**src/rtl/rtc_shift_pkg.sv**
```systemverilog
package rtc_shift_pkg;
  localparam int unsigned CNT_W_DEF = 16;

  typedef struct packed {
    logic        a1s;
    logic [14:0] sfs;
  } shift_req_t;
endpackage

```
**src/rtl/rtc_shift_ctrl.sv**
```systemverilog
module rtc_shift_ctrl #(
  parameter int unsigned CNT_W = rtc_shift_pkg::CNT_W_DEF,
  localparam int unsigned OFS_W = CNT_W - 1
) (
  input  logic             clk,
  input  logic             bkp_rst,
  input  logic             tick,
  input  logic             ref_en,
  input  logic             cnt_msb,
  input  logic             wr,
  input  logic [OFS_W-1:0] wr_sfs,
  input  logic             wr_a1s,
  output logic             pend,
  output logic [OFS_W-1:0] sfs_q,
  output logic             a1s_q
);
  logic accept;

  assign accept = wr && !ref_en && !pend && !cnt_msb;

  always_ff @(posedge clk) begin
    if (bkp_rst) begin
      pend  <= 1'b0;
      sfs_q <= '0;
      a1s_q <= 1'b0;
    end else if (accept) begin
      pend  <= 1'b1;
      sfs_q <= wr_sfs;
      a1s_q <= wr_a1s;
    end else if (tick && pend) begin
      pend <= 1'b0;
    end
  end


  pend_set_chk: assert property (@(posedge clk) disable iff (bkp_rst)
    wr && !ref_en && !pend && !cnt_msb |=> pend);

  refen_block_chk: assert property (@(posedge clk) disable iff (bkp_rst)
    wr && ref_en && !pend |=> !pend);

  msb_block_chk: assert property (@(posedge clk) disable iff (bkp_rst)
    wr && cnt_msb && !pend |=> !pend);

  busy_hold_chk: assert property (@(posedge clk) disable iff (bkp_rst)
    pend && !tick |=> pend && $stable(sfs_q) && $stable(a1s_q));
endmodule

```
**src/rtl/rtc_subsec_cnt.sv**
```systemverilog
module rtc_subsec_cnt #(
  parameter int unsigned CNT_W = rtc_shift_pkg::CNT_W_DEF,
  localparam int unsigned OFS_W = CNT_W - 1
) (
  input  logic             clk,
  input  logic             sys_rst,
  input  logic             bkp_rst,
  input  logic             tick,
  input  logic [OFS_W-1:0] reload,
  input  logic             pend,
  input  logic [OFS_W-1:0] sfs,
  input  logic             a1s,
  output logic [CNT_W-1:0] cnt,
  output logic             stb,
  output logic             add1
);
  logic [CNT_W-1:0] base;
  logic [CNT_W-1:0] offset;
  logic             wrap;

  assign wrap   = (cnt == '0);
  assign base   = wrap ? {1'b0, reload} : cnt - 1'b1;
  assign offset = pend ? {1'b0, sfs} : '0;

  always_ff @(posedge clk) begin
    if (bkp_rst) begin
      cnt <= '0;
    end else if (tick) begin
      cnt <= base + offset;
    end
  end

  always_ff @(posedge clk) begin
    if (bkp_rst || sys_rst) begin
      stb  <= 1'b0;
      add1 <= 1'b0;
    end else begin
      stb  <= tick && wrap;
      add1 <= tick && pend && a1s;
    end
  end


  hold_chk: assert property (@(posedge clk) disable iff (bkp_rst)
    !tick |=> $stable(cnt));

  wrap_chk: assert property (@(posedge clk) disable iff (bkp_rst || sys_rst)
    tick && cnt == '0 && !pend |=> stb && cnt == {1'b0, $past(reload)});

  shift_add_chk: assert property (@(posedge clk) disable iff (bkp_rst)
    tick && pend && cnt != '0 |=> cnt == $past(cnt) - 1'b1 + {1'b0, $past(sfs)});

  bkp_clear_chk: assert property (@(posedge clk)
    bkp_rst |=> cnt == '0 && !stb && !add1);
endmodule

```
**src/rtl/rtc_subsec_shift.sv**
```systemverilog
module rtc_subsec_shift #(
  parameter int unsigned CNT_W = rtc_shift_pkg::CNT_W_DEF,
  localparam int unsigned OFS_W = CNT_W - 1
) (
  input  logic             clk,
  input  logic             sys_rst,
  input  logic             bkp_rst,
  input  logic             tick,
  input  logic [OFS_W-1:0] factor_s,
  input  logic             ref_en,
  input  logic             shift_wr,
  input  logic [OFS_W-1:0] shift_sfs,
  input  logic             shift_a1s,
  output logic [CNT_W-1:0] ssc,
  output logic             sec_stb,
  output logic             add_sec,
  output logic             shift_pend
);
  logic [OFS_W-1:0] sfs_q;
  logic             a1s_q;

  rtc_shift_ctrl #(.CNT_W(CNT_W)) ctrl_i (
    .clk     (clk),
    .bkp_rst (bkp_rst),
    .tick    (tick),
    .ref_en  (ref_en),
    .cnt_msb (ssc[CNT_W-1]),
    .wr      (shift_wr),
    .wr_sfs  (shift_sfs),
    .wr_a1s  (shift_a1s),
    .pend    (shift_pend),
    .sfs_q   (sfs_q),
    .a1s_q   (a1s_q)
  );

  rtc_subsec_cnt #(.CNT_W(CNT_W)) cnt_i (
    .clk     (clk),
    .sys_rst (sys_rst),
    .bkp_rst (bkp_rst),
    .tick    (tick),
    .reload  (factor_s),
    .pend    (shift_pend),
    .sfs     (sfs_q),
    .a1s     (a1s_q),
    .cnt     (ssc),
    .stb     (sec_stb),
    .add1    (add_sec)
  );


  sysrst_keep_chk: assert property (@(posedge clk) disable iff (bkp_rst)
    sys_rst && shift_pend && !tick |=> shift_pend && !sec_stb && !add_sec);

  add_pulse_chk: assert property (@(posedge clk) disable iff (bkp_rst || sys_rst)
    add_sec |-> !shift_pend);
endmodule

```
**config.mk**
```make
export PLATFORM = sky130hd
export DESIGN_NAME = rtc_subsec_shift
export DESIGN_NICKNAME = d
export VERILOG_FILES = /design/src/rtl/rtc_shift_pkg.sv /design/src/rtl/rtc_shift_ctrl.sv /design/src/rtl/rtc_subsec_cnt.sv /design/src/rtl/rtc_subsec_shift.sv
export SDC_FILE = /design/constraint.sdc
export NUM_CORES = 1
export LEC_CHECK = 0
export ABC_AREA = 1
export CORE_ASPECT_RATIO = 1.4
export CORE_MARGIN = 2
export CORE_UTILIZATION = 54
export CTS_BUF_LIST = sky130_fd_sc_hd__clkbuf_8
export DETAILED_ROUTE_END_ITERATION = 8
export PLACE_DENSITY_LB_ADDON = 0.25
export SLEW_MARGIN = 20
export SYNTH_ARGS = -nofsm -noshare
export SYNTH_HDL_FRONTEND = slang
export SYNTH_SLANG_ARGS = --single-unit
```
**constraint.sdc**
```tcl
create_clock -name clk -period 3.5 [get_ports clk]
set_clock_uncertainty 0.05 [all_clocks]
set_input_delay 0.7 -clock clk [delete_from_list [all_inputs] [get_ports clk]]
set_output_delay 0.7 -clock clk [all_outputs]
set_load 0.05 [all_outputs]
```
After elaboration in Yosys (flattened, before gate mapping)
Index checks and enable logic that the tools add are counted.

Add/sub/neg operators: 2. Mux-type cells: 4. Reductions and logical operators: 12.

Operators with widths (number): adder 16 bit (1); logical NOT 16 bit (1); 2-to-1 mux 16 bit (1); subtractor 16 x 1 -> 16 bit, second input constant (1); 2-to-1 mux 15 bit (1); logical AND 1 bit (6); logical NOT 1 bit (3); 2-to-1 mux 1 bit (2); nonzero test 2 bit (1); logical OR 1 bit (1).

Register bits: 35. Input bits: 37. Logic and storage cells: 24.

Longest topological paths before layout
Gate-level depths: netlist of the first run.

Depth in word-level cells: 5. Gate-level depth with buffers: 22.

By module
A second synthesis of the first run with hierarchy kept.

Cell total of the unflattened synthesis: 520. Area, all modules: 3088.0 sq um.

By module, submodules not included: rtc_subsec_cnt (instances 1, cells each 408, area each 2273.4 sq um, seq. area each 360.3 sq um); rtc_shift_ctrl (instances 1, cells each 112, area each 814.5 sq um, seq. area each 340.3 sq um).

Least setup slack after synthesis of the first run
Ideal clock, no wire load.

Path type: flip-flop to flip-flop. From: register cnt_i.cnt[0]. To: register cnt_i.cnt[14]. Library setup time: 0.109 ns. Data arrival time: 2.789 ns. Slack: 0.552 ns. Cell stages (with the launch flop): 22. Period minus slack after synthesis: 2.948 ns. Cells stage by stage: dfxtp_1 > inv_1 > ha_1 > nand2_1 > nor2_1 > nand2_1 > buf_6 > o21ai_1 > inv_1 > ha_1 > inv_1 > fa_1 > inv_1 > nand3_1 > nand2_1 > nand2_1 > nand2_1 > nand2_1 > nand3_1 > nand3_1 > nand2_1 > inv_1.

Longest elaborated chain between the ends: 3. Elaborated cells on any way between the ends: 4.

Ends and longest elaborated chain: from (decl) (RTL line rtc_subsec_cnt.sv:13) `output logic [CNT_W-1:0] cnt,`; from (signal assigned) (RTL line rtc_subsec_cnt.sv:29) `cnt <= base + offset;`; subtractor 16 x 1 -> 16 bit / logical NOT 16 bit (equally long branches) (RTL line rtc_subsec_cnt.sv:22, rtc_subsec_cnt.sv:21); 2-to-1 mux 16 bit (*) (RTL line rtc_subsec_cnt.sv:22) `assign base = wrap ? {1'b0, reload} : cnt - 1'b1;`; adder 16 bit (*) (RTL line rtc_subsec_cnt.sv:29).

Every way passes the cells marked *; elsewhere a longest branch is shown, timed or not. A chain may end at the register's enable or synchronous reset.

Final worst setup path of the first run
From: register cnt_i.cnt[10]. To: register cnt_i.cnt[14].

Same word-level chain as after synthesis.

==> flow_summary.json, run 1 <==
{
  "ys_top_cells_by_count": "nand2_1, nor2_1, inv_1, dfxtp_1, a21oi_1",
  "cts_tree": "built",
  "fin_crit_ns": 3.03,
  "startpoint_type": "flip-flop",
  "cp.required_ns": 3.65,
  "die_area_um2": 5900,
  "drcViolationCount": 0,
  "ir_worst_vdd_mv": 0.260,
  "swShare_pct": 41.9,
  "multi_input_area_um2": 1770,
  "die_w_um": 65.5,
  "numCtsBuffers": 5,
  "synth_edf_count": 0,
  "synth_sequential_area_ratio_pct": 24.5,
  "portBuffers": 55,
  "ctsResizeCount": 0,
  "grt_overflow": 0,
  "grt_pass1_vias": 2774,
  "power_switching_uw": 574,
  "grt_max_degree": 21,
  "ant_nets": 0,
  "gp_congestion": 0.972,
  "routed-via-count": 2997,
  "finalCritPeriodShare_pct": 86.7,
  "dr.pass1.iters": 4,
  "antenna_found_initial": 0,
  "cts-root-buf": "clkbuf_8",
  "grt_pass1_wl_um": 12400,
  "ys_ff_latch": 35,
  "clockBufferDepth": 2,
  "syn_nets": 536,
  "syn-cell-area_um2": 2860,
  "final_nets": 585,
  "viasPerCell": 5.04,
  "yosysTopAreaCell": "dfxtp_1",
  "wl_met2_um": 3620,
  "drt-met1-wl_um": 3160,
  "async_reset_ff_share_pct": 0,
  "slew_viol_final": 0,
  "syn-instance-count": 479,
  "post_cts_buffers": 0,
  "yosysWarnings": 0,
  "setup_violations": 0,
  "die_h_um": 90.1,
  "worstMarginPinSlew_ns": 0.630,
  "grt_setup_unrepaired": "false",
  "run_status": "complete, no violations",
  "synth_area_leaders": "dfxtp_1, nand2_1, nor2_1, inv_1, ha_1",
  "place_hpwl_um": 5800,
  "pwr-share-comb_pct": 44.1,
  "htreeDepth": 2,
  "internal-power_uw": 797,
  "slew_headroom_pct": 58.0,
  "top_layer": "met4",
  "pin_count": 56,
  "rows": 31,
  "regArea_um2": 701,
  "cts.sinks": 35,
  "max_freq_mhz": 329,
  "synth.top_cell.area_share_pct": 24.5,
  "cp_max_fo": 15,
  "p_per_area_nw_per_um2": 390,
  "ys_types": 34,
  "hp-class": "flip-flop to flip-flop",
  "fin_tns_setup_ns": 0,
  "path_clk_slew_ns": 0.08,
  "synth_area_per_cell_um2": 5.97,
  "start_util_pct": 55.4,
  "critPathKind": "flip-flop to flip-flop",
  "synth_ff_type": "dfxtp_1",
  "coreArea_um2": 5160,
  "drive_above_1_share_pct": 4.16,
  "dp.cells": 587,
  "pwr-share-clk_pct": 21.5,
  "cts_hold_repair.buffers": 0,
  "fillers": 496,
  "syn_to_final_growth_pct": 22.9,
  "finalWirelength_um": 7280,
  "clock_latency_ns": 0.29,
  "routed-wl-met3_um": 374,
  "final_cell_count_no_fill": 595,
  "cap_violations": 0,
  "wire_per_inst_um": 12.2,
  "yosysMostFrequentCell": "nand2_1",
  "hold_viol": 0,
  "gr-usage-all-layers_pct": 26.4,
  "seq_power_share_pct": 34.4,
  "cp-end-kind": "flip-flop",
  "crit_arrival_ns": 3.18,
  "diodes": 0,
  "drt_iter0_drc": 152,
  "hold_ws_ns": 0.436,
  "p_leak_nw": 1.91
}
==> per-layer routing <==
layer  vias to the layer above  track usage (%)
li1                       1576                -
met1                      1327             32.4
met2                        82             47.4
met3                        12             3.25
met4                         0             7.29
met5                         -                0
==> cell usage in the layout (no fill, tap or decap) <==
cell             netlist  routed
a31oi_1                1       1
nand3_1               23      23
clkinvlp_4             0       2
dfxtp_1               35      35
clkinv_2               0       1
nand2_1              115     115
clkbuf_8               0       5
xnor2_1                4       4
o21ai_1                6       6
buf_4                  4       2
nor3_2                 1       1
nor3_4                 1       1
nand3b_1               1       1
nor3_1                 4       4
or2_1                  1       1
nor4_2                 1       1
o22ai_1                1       1
ha_1                  19      19
nor2_2                 4       4
inv_1                 79      79
xor2_1                12      12
nor2_1                88      88
nand2_4                1       1
nand2_2                2       2
nand4_1                2       2
and3_1                 1       1
inv_4                  1       1
a21oi_1               29      29
clkdlybuf4s50_1        0      55
o21ai_0               27      27
nor2_4                 1       1
o21bai_1               2       2
fa_1                   1       1
o211ai_1               1       1
==> cell families after synthesis <==
family | count (synthesis) | share of synthesized area [%]
AOI/OAI and AO/OA | 67 | 12.1
xor gates and xnor gates | 16 | 4.90
DFF | 35 | 24.5
and+or+nand+nor | 246 | 36.0
buffers and inverters | 95 | 13.5
adders and majority gates | 20 | 9.02
==> final timing paths <==
kind                                    start       endpoint  cells past startpoint  slack (ns)
worst max-delay path            cnt_i.cnt[10]  cnt_i.cnt[14]                     20        0.47
worst min-delay path             ctrl_i.a1s_q     cnt_i.add1                      2        0.44
worst max register to register  cnt_i.cnt[10]  cnt_i.cnt[14]                     20        0.47
worst min register to register   ctrl_i.a1s_q     cnt_i.add1                      2        0.44
==> metrics by stage <==
stage          utilization, %  setup WS, ns  area (um^2)  power, mW
6_report                 68.1         0.465         3510       1.37
5_1_grt                  68.1         0.129         3510       1.47
4_1_cts                  68.1         0.500         3510       1.37
3_5_place_dp             66.4         0.529         3420       1.08
3_3_place_gp             66.4         0.577         3420       1.06
2_1_floorplan               -         0.552         2860      0.903
==> power groups by stage <==
stage	clock, mW	combinational, mW	sequential [mW]
after floorplan	0	0.364	0.539
after global placement	0	0.585	0.478
after detailed placement	0	0.596	0.479
after CTS	0.300	0.601	0.470
after global routing	0.315	0.674	0.477
final	0.295	0.605	0.471
==> flip-flops by register name (all words and copies together), names as in the netlist <==
register	cells
cnt_i.stb	1
cnt_i.add1	1
ctrl_i.a1s_q	1
cnt_i.cnt	16
ctrl_i.sfs_q	15
ctrl_i.pend	1
==> layout make-up <==
| class | count | area share, % |
|---|---|---|
| Inverter | 80 | 8.62 |
| Multi-Input combinational cell | 349 | 50.4 |
| Clock buffer | 5 | 1.96 |
| Clock inverter | 3 | 0.570 |
| Timing Repair Buffer | 57 | 16.1 |
| Sequential cell | 35 | 20.0 |
| Tap cell | 66 | 2.35 |
==> critical path, cell delays in order (launching register included) <==
cell     delay (ns)
dfxtp_1        0.35
nor2_2         0.21
nand2_1        0.14
nor2_1         0.13
nand2_1        0.31
nand2_1        0.14
o21ai_1        0.07
inv_1          0.08
ha_1           0.17
inv_1          0.06
fa_1           0.40
inv_1          0.07
nand3_1        0.06
nand2_1        0.15
nand2_1        0.08
nand2_1        0.13
nand2_1        0.08
nand3_1        0.09
nand3_1        0.08
nand2_1        0.06
inv_1          0.03
(Power assumes the default switching activity.)
==> run 2, diff against run 1 <==
CORE_UTILIZATION = 55   (was 54)
SYNTH_HIERARCHICAL = 1   (was unset)
==> run 2 against run 1 <==
Sequential power grew 1%; sequential cell count unchanged; combinational power up 6.1%; first-iteration DRC count decreased by 26%; clock power about the same; register-to-register slack gained 0.05 ns; design area up 5.9%; critical path type unchanged; largest cell class unchanged.
==> flow_summary.json, run 2 <==
{
  "final_util_pct": 67.8,
  "gp_congestion": 0.930,
  "cp-end-kind": "flip-flop",
  "critPathKind": "flip-flop to flip-flop",
  "ant_nets": 0,
  "grt_max_degree": 34,
  "finalCritPeriodShare_pct": 85.4,
  "p_per_area_nw_per_um2": 379,
  "yosysMostFrequentCell": "nand2_1",
  "setup_violations": 0,
  "cts-root-buf": "clkbuf_8",
  "numCtsBuffers": 5,
  "hold_viol": 0,
  "cap_violations": 0,
  "hold_depth": 2,
  "fin_crit_ns": 2.99,
  "wire_per_inst_um": 11.9,
  "ir_worst_vdd_mv": 0.285,
  "fin_area_um2": 3720,
  "yosysTopAreaCell": "dfxtp_1",
  "coreArea_um2": 5490,
  "syn_to_final_growth_pct": 20.5,
  "final_nets": 627,
  "synth_edf_count": 0,
  "path_clk_slew_ns": 0.08,
  "synth.top_cell.area_share_pct": 22.7,
  "synth_sequential_area_ratio_pct": 22.7,
  "reg.largest.list": "cnt_i/cnt x16, ctrl_i/sfs_q x15",
  "final_cell_mix": "nand2_1, inv_1, nor2_1, clkdlybuf4s50_1, a21oi_1",
  "cp.required_ns": 3.64,
  "ys_types": 27,
  "die_h_um": 92.7,
  "start_util_pct": 56.3,
  "r2r_slack_ns": 0.51,
  "die_w_um": 67.3,
  "ctsResizeCount": 0,
  "slew_viol_final": 0,
  "cts_tree": "built",
  "rr_worst_depth": 17,
  "clock_latency_ns": 0.29,
  "viasPerCell": 4.93,
  "gr-usage-all-layers_pct": 26.2,
  "post_cts_buffers": 0,
  "finalWirelength_um": 7580,
  "power_mw": 1.41,
  "p_leak_nw": 2.04,
  "slew_headroom_pct": 52.1,
  "drive_above_1_share_pct": 5.43,
  "synth_ff_type": "dfxtp_1",
  "pin_count": 56,
  "run_status": "complete, no violations",
  "grt_pass1_vias": 3017,
  "cts.sinks": 35,
  "place_area_um2": 3630,
  "cp_max_fo": 19,
  "yosysWarnings": 6,
  "syn-instance-count": 520,
  "syn-cell-area_um2": 3090,
  "max_freq_mhz": 335,
  "regMostFlops": "cnt_i/cnt",
  "async_reset_ff_share_pct": 0,
  "startpoint_type": "flip-flop",
  "ys_top_cells_by_count": "nand2_1, inv_1, nor2_1, a21oi_1, nand3_1",
  "worstMarginPinSlew_ns": 0.717,
  "grt_overflow": 0,
  "antenna_found_initial": 0,
  "synth_area_leaders": "dfxtp_1, nand2_1, inv_1, nor2_1, ha_1",
  "layout_commonest_cell": "nand2_1",
  "die_area_um2": 6240,
  "grt_pass1_wl_um": 12700,
  "clockBufferDepth": 2,
  "syn_nets": 577,
  "cts_hold_repair.buffers": 0,
  "largest_reg_flops": 16,
  "drt_iter0_drc": 113,
  "drcViolationCount": 0,
  "portBuffers": 55,
  "routed-via-count": 3149,
  "fillers": 535,
  "htreeDepth": 2,
  "diodes": 0,
  "grt_setup_unrepaired": "false",
  "place_hpwl_um": 6070,
  "rows": 32,
  "dr.pass1.iters": 4,
  "crit_arrival_ns": 3.12,
  "synth_area_per_cell_um2": 5.94,
  "hp-class": "flip-flop to flip-flop",
  "hold_ws_ns": 0.397,
  "ys_ff_latch": 35,
  "fin_tns_setup_ns": 0
}
## run 2: worst max-delay path: stages (launching register included)
cell      delay (ns)
dfxtp_1         0.33
inv_1           0.13
ha_1            0.23
nand3_1         0.10
nor2_1          0.15
nand2_2         0.24
o21ai_0         0.36
inv_1           0.08
ha_1            0.32
or2_1           0.28
nand3b_1        0.10
nand2_1         0.10
nand2_1         0.09
nand2_1         0.06
nand2_1         0.06
nand2_1         0.04
o21ai_1         0.11
inv_1           0.04
## run 2: cells by family after synthesis
logic type	share of synthesized area, %
flip-flops	22.7
AO/OA/AOI/OAI	11.4
XOR/XNOR	5.11
adder cells (fa/ha/maj)	8.35
buffers and inverters	15.4
AND/OR/NAND/NOR	37.0
## run 2: cell type report
type,instances,area [um^2],share of cell area (%)
multi-input cells,373,1910,51.4
flip-flops and latches,35,701,18.8
repair buffers,57,566,15.2
inverters,98,368,9.89
well taps,68,85.1,2.29
clock buffers,5,68.8,1.85
clock inverters,3,20.0,0.538
## run 2: metrics by stage
| stage | instances | setup slack, ns |
|---|---|---|
| after floorplan | 520 | 0.566 |
| after global routing | 639 | 0.277 |
| final | 639 | 0.512 |
| after detailed placement | 631 | 0.576 |
| after global placement | 631 | 0.682 |
| after CTS | 639 | 0.552 |
## run 2: power breakdown
group	leakage [nW]	total, mW	switching (mW)	internal [mW]
clock network	0.0402	0.292	0.154	0.138
logic	1.71	0.642	0.401	0.240
registers	0.289	0.477	0.0441	0.433
## run 2: worst paths after layout
check,start,end
setup / recovery,cnt_i/cnt[0],cnt_i/cnt[9]
hold / removal,ctrl_i/a1s_q,cnt_i/add1
setup reg to reg,cnt_i/cnt[0],cnt_i/cnt[9]
hold reg to reg,ctrl_i/a1s_q,cnt_i/add1
## run 2: per-layer routing
layer / vias to the layer above / routed length [um] / global-route usage, %
met4: 0 / 198 / 9.35
met3: 14 / 263 / 2.55
met1: 1371 / 3190 / 29.2
met5: - / 0 / 0
met2: 78 / 3930 / 49.4
li1: 1686 / - / -
